### src/rtl/deser_pkg.sv
package deser_pkg;
  typedef enum logic {
    MODE_NARROW = 1'b0,
    MODE_WIDE   = 1'b1
  } deser_mode_e;
endpackage

### src/rtl/deser_sync.sv
// Multi-bit level synchronizer: STAGES flops per bit.
module deser_sync #(
  parameter int W      = 3,
  parameter int STAGES = 2
) (
  input  logic         clk,
  input  logic         rst_n,
  input  logic [W-1:0] d,
  output logic [W-1:0] q
);
  logic [STAGES-1:0][W-1:0] chain;

  always_ff @(posedge clk or negedge rst_n) begin
    if (!rst_n) chain <= '0;
    else        chain <= {chain[STAGES-2:0], d};
  end

  assign q = chain[STAGES-1];
endmodule

### src/rtl/deser_shifter.sv
// Serial-in shifter; newest bit enters at bit 0 so the oldest sits highest.
module deser_shifter #(
  parameter int WIDE_W = 8
) (
  input  logic              clk,
  input  logic              rst_n,
  input  logic              clr,
  input  logic              shift_en,
  input  logic              bit_in,
  output logic [WIDE_W-1:0] sh_next
);
  logic [WIDE_W-1:0] sh_q;

  always_comb begin
    sh_next = sh_q;
    if (shift_en) sh_next = {sh_q[WIDE_W-2:0], bit_in};
  end

  always_ff @(posedge clk or negedge rst_n) begin
    if (!rst_n)   sh_q <= '0;
    else if (clr) sh_q <= '0;
    else          sh_q <= sh_next;
  end
endmodule

### src/rtl/deser_word_ctl.sv
// Sync divider, output word register and phase line.
module deser_word_ctl
  import deser_pkg::*;
#(
  parameter int NARROW_W = 4,
  parameter int WIDE_W   = 8
) (
  input  logic              clk,
  input  logic              rst_n,
  input  logic              clr,
  input  deser_mode_e       mode,
  input  logic              sync_ev,
  input  logic [WIDE_W-1:0] sh_next,
  output logic [WIDE_W-1:0] word,
  output logic              phase,
  output logic              word_stb
);
  localparam int DIV = WIDE_W / NARROW_W;
  localparam int CW  = (DIV > 1) ? $clog2(DIV) : 1;
  localparam logic [CW-1:0] DIV_LAST = CW'(DIV - 1);

  logic [CW-1:0]     div_q;
  logic [WIDE_W-1:0] view;

  generate
    if (WIDE_W > NARROW_W) begin : g_pad
      assign view = (mode == MODE_WIDE) ? sh_next
                  : {{(WIDE_W-NARROW_W){1'b0}}, sh_next[NARROW_W-1:0]};
    end else begin : g_same
      assign view = sh_next;
    end
  endgenerate

  assign word_stb = sync_ev && ((mode == MODE_NARROW) || (div_q == DIV_LAST));

  always_ff @(posedge clk or negedge rst_n) begin
    if (!rst_n) begin
      div_q <= '0;
      word  <= '0;
      phase <= 1'b0;
    end else if (clr) begin
      div_q <= '0;
      word  <= '0;
      phase <= 1'b0;
    end else begin
      if (sync_ev && mode == MODE_WIDE)
        div_q <= (div_q == DIV_LAST) ? '0 : div_q + CW'(1);
      if (word_stb) begin
        word  <= view;
        phase <= ~phase;
      end
    end
  end
endmodule

### src/rtl/deser_dma.sv
// Request/acknowledge handshake with sticky overrun.
module deser_dma
  import deser_pkg::*;
(
  input  logic        clk,
  input  logic        rst_n,
  input  logic        clr,
  input  deser_mode_e mode,
  input  logic        word_stb,
  input  logic        ack,
  output logic        req,
  output logic        ovr
);
  always_ff @(posedge clk or negedge rst_n) begin
    if (!rst_n) begin
      req <= 1'b0;
      ovr <= 1'b0;
    end else if (clr) begin
      req <= 1'b0;
      ovr <= 1'b0;
    end else if (mode == MODE_WIDE) begin
      if (word_stb) begin
        req <= 1'b1;
        if (req && !ack) ovr <= 1'b1;
      end else if (req && ack) begin
        req <= 1'b0;
      end
    end
  end
endmodule

### src/rtl/sample_deser.sv
module sample_deser
  import deser_pkg::*;
#(
  parameter int NARROW_W    = 4,
  parameter int WIDE_W      = 8,
  parameter int SYNC_STAGES = 2
) (
  input  logic              clk,
  input  logic              rst_n,
  input  logic              mcu_clr_i,
  input  logic              wide_mode_i,
  input  logic              fe_sclk_i,
  input  logic              fe_sdat_i,
  input  logic              fe_sync_i,
  output logic [WIDE_W-1:0] word_o,
  output logic              phase_o,
  output logic              dma_req_o,
  input  logic              dma_ack_i,
  output logic              overrun_o
);
  deser_mode_e mode_q;
  logic [2:0]  fe_s;
  logic        sclk_d, sync_d;
  logic        shift_en, sync_ev, word_stb;
  logic [WIDE_W-1:0] sh_next;

  always_ff @(posedge clk or negedge rst_n) begin
    if (!rst_n)         mode_q <= MODE_NARROW;
    else if (mcu_clr_i) mode_q <= wide_mode_i ? MODE_WIDE : MODE_NARROW;
  end

  deser_sync #(.W(3), .STAGES(SYNC_STAGES)) u_sync (
    .clk(clk), .rst_n(rst_n),
    .d({fe_sync_i, fe_sdat_i, fe_sclk_i}),
    .q(fe_s)
  );

  always_ff @(posedge clk or negedge rst_n) begin
    if (!rst_n) begin
      sclk_d <= 1'b0;
      sync_d <= 1'b0;
    end else begin
      sclk_d <= fe_s[0];
      sync_d <= fe_s[2];
    end
  end

  assign shift_en = fe_s[0] & ~sclk_d & ~mcu_clr_i;
  assign sync_ev  = fe_s[2] & ~sync_d & ~mcu_clr_i;

  deser_shifter #(.WIDE_W(WIDE_W)) u_shift (
    .clk(clk), .rst_n(rst_n), .clr(mcu_clr_i),
    .shift_en(shift_en), .bit_in(fe_s[1]), .sh_next(sh_next)
  );

  deser_word_ctl #(.NARROW_W(NARROW_W), .WIDE_W(WIDE_W)) u_word (
    .clk(clk), .rst_n(rst_n), .clr(mcu_clr_i), .mode(mode_q),
    .sync_ev(sync_ev), .sh_next(sh_next),
    .word(word_o), .phase(phase_o), .word_stb(word_stb)
  );

  deser_dma u_dma (
    .clk(clk), .rst_n(rst_n), .clr(mcu_clr_i), .mode(mode_q),
    .word_stb(word_stb), .ack(dma_ack_i),
    .req(dma_req_o), .ovr(overrun_o)
  );
endmodule

### config.mk
export PLATFORM = sky130hd
export DESIGN_NAME = sample_deser
export DESIGN_NICKNAME = d
export VERILOG_FILES = /design/src/rtl/deser_pkg.sv /design/src/rtl/deser_sync.sv /design/src/rtl/deser_shifter.sv /design/src/rtl/deser_word_ctl.sv /design/src/rtl/deser_dma.sv /design/src/rtl/sample_deser.sv
export SDC_FILE = /design/constraint.sdc
export NUM_CORES = 1
export LEC_CHECK = 0
export ABC_AREA = 1
export ABC_CLOCK_PERIOD_IN_PS = 1010
export BUFFER_PORTS_ARGS = -buffer_cell sky130_fd_sc_hd__buf_2
export CORE_UTILIZATION = 45
export DETAILED_ROUTE_END_ITERATION = 12
export GPL_TIMING_DRIVEN = 1
export HOLD_SLACK_MARGIN = 0.02
export PLACE_DENSITY = 0.69
export SYNTH_ARGS = -nofsm -noshare
export SYNTH_HDL_FRONTEND = slang
export SYNTH_SLANG_ARGS = --single-unit
### constraint.sdc
create_clock -name clk -period 1.01 [get_ports clk]
set_input_delay 0.202 -clock clk [delete_from_list [all_inputs] [get_ports clk]]
set_output_delay 0.202 -clock clk [all_outputs]
set_load 0.005 [all_outputs]
==> impl_results.md <==
* Clock root cell: clkbuf_4
* Hold Vio Cnt, Final at 0
* Worst setup EP type: output port
* Top post-synthesis cells by area: dfrtp_1 61%, nand2_1 8.2%, nand3_1 8.0%
* Post-Syn Instances at 130
* Syn_nets at 138
* Mapped cell area at 0.00119 mm^2
* WHS at 117 ps
* Clk_skew at 8.89 ps
* Worst ir drop on vdd at 0.00112 V
* Status: finished with violations
* Area after DPL at 0.00139 mm^2
* Slowest stage delay, CP at 400 ps
* IO buf count at 18
* Final ANT Viol Nets at 0
* Site Rows at 18
* GR Overflow Total at 0
* Critical path, cell by cell: buf_2
* Arrival time at the worst endpoint at 860 ps
* # IOs at 19
* Vias in the first global route at 934
* Crit-path max FO at 2
* Yosys Warn Count at 0
* Post-place setup slack at -113 ps
* CTS H-tree depth at 2
* Die H at 53.4 um
* Layout cells sized above 1 at 0.439
* Initial antenna violation count at 0
* Synth Register Bits at 29
* Dominant cell type by area after synthesis: dfrtp_1
* Slew HR at 0.759
* First-pass GRT wire length at 3820 um
* RSZ-0062 raised after global routing: yes
* Hold Path Class: primary input to register
* Fin cells at 210
* Post-route clock period utilization at 1.05
* Global-route usage over all layers at 0.199
* Distinct cells, synth at 17
* Clk_lat worst skew at 330 ps
* Clk sink count at 29
* Most frequent cells in the layout: 29 x dfrtp_1, 21 x nand2_1, 19 x buf_4
* Fmax at 946 MHz
* Share of the synthesized area in the top cell type at 0.611
* Worst Tran Pin Value at 361 ps
* Lkg Pwr at 0.881 nW
* P per Cell Area at 1240 mW/mm^2
* Via count at 1006
* Number of diodes at 0
* Area Overhead vs Synth at 42.7%
* Setup violators final at 22
* Clock Path Buffers at 2
* DPL Wire Length at 1580 um
* Clock-pin slew of the registers on the worst-case setup and hold paths at 80 ps
* Startpoint types: register
* DR vias/cell at 4.79
* Required time worst endpoint at 810 ps
* Largest net degree at the start of global routing at 30
* CTS tree: yes
* Net count, final at 187
* Worst path buffer plus inverter count at 1
* Max Cap Viol at 0
* Synthesized area per cell at 9.13 um^2
* Worst path top cell family by delay: flip-flops
* Seq/Total Area, Yosys at 0.611
* Starting Density at 0.479
* Final Max Tran Viols at 0
* Die Area at 0.00285 mm^2
* CP Class: register to output port
* Core footprint at 0.00248 mm^2
* Routed length per instance at 11.6 um
* Minimum clock period at 1060 ps
* Routed wire length at 2430 um
* Critical path's slowest cell: dfrtp_1
* Initial DRC Count at 7
* Fin worst setup slack at -47.2 ps
* Placed insts at 188
* Total CTS buffers at 5
* Post-Layout Inst Area at 0.00169 mm^2
* Final RePlAce weighted congestion at 0.765
* DR pass1 iterations at 4
* Commonest non-fill, non-tap cell in the layout: dfrtp_1
* Remaining DRCs at 0
* Failing checks: negative setup slack
* Die X at 53.4 um
-- Yosys cell counts, drive strengths merged --
library cell / n
or2: 1
a21oi: 4
nand2: 28
nor2: 14
and2: 1
nand3: 19
o21ai: 8
buf: 4
inv: 22
dfrtp: 29
-- metal layers --
| metal | wire (um) | vias up | global-route usage | share of wire |
|---|---|---|---|---|
| met1 | 1080 | 471 | 0.221 | 0.44 |
| li1 | - | 496 | - | - |
| met2 | 1170 | 30 | 0.317 | 0.48 |
| met3 | 127 | 9 | 0.0891 | 0.052 |
| met4 | 54 | 0 | 0.101 | 0.022 |
| met5 | 0 | - | 0 | 0 |
-- path summary, 6_finish.rpt --
kind,startpoint,endpoint,slack (ps),cells after the start
setup reg to reg,u_sync.q[2],u_word.word[7],-30,5
hold / removal,wide_mode_i,mode_q,120,3
min in group asynchronous,rst_n,u_word.phase,400,3
setup / recovery,u_word.word[7],word_o[7],-50,1
max in group asynchronous,rst_n,mode_q,340,3
hold reg to reg,u_sync.chain[2],u_sync.q[2],350,0
-- logic make-up (layout without fill, tap and decap cells) --
group | count (synthesis) | after routing | share of synthesized area
compound gates | 12 | 12 | 0.0632
flops | 29 | 29 | 0.611
simple gates | 63 | 64 | 0.230
buf+inv | 26 | 75 | 0.0959
-- flip-flops by register name, summed over array words and instances (netlist names) --
signal and flops:
u_sync.chain 3, u_word.phase 1, mode_q 1, u_sync.q 3, u_word.word 8, u_dma.req 1, sclk_d 1, u_dma.ovr 1
u_word.div_q 1, sync_d 1, u_shift.sh_q 8
-- stage by stage --
stage / setup TNS [ps] / power (mW) / util
after floorplan: 0 / 1.31 / -
after global placement: -322 / 1.40 / 0.562
after detailed placement: -785 / 1.41 / 0.562
after CTS: -494 / 2.09 / 0.642
after global routing: -2190 / 2.22 / 0.684
final: -583 / 2.10 / 0.684
-- cell type report --
| cell class | instances | area [um^2] |
|---|---|---|
| clock buffers | 8 | 48.8 |
| fillers | 192 | 783 |
| inverters | 22 | 82.6 |
| multi-input cells | 76 | 482 |
| flip-flops and latches | 29 | 726 |
| well taps | 30 | 37.5 |
| repair buffers | 45 | 318 |
-- power breakdown --
group	leakage (nW)	switching, mW	internal [mW]
combinational	0.472	0.136	0.110
sequential	0.382	0.0191	1.19
clock	0.0265	0.364	0.277
total	0.881	0.520	1.58
-- repair_timing --
| action | 4_1_cts | 5_1_grt |
|---|---|---|
| endpoints found under the hold margin | 32 | 0 |
| buffers inserted | 5 | 4 |
| gates resized for setup | 20 | 18 |
| cloned | 1 | 0 |
| hold buffers | 4 | 0 |
| setup endpoints to repair | 28 | 30 |
| pin swaps | 8 | 8 |
Power figures use the tool's default switching activity.
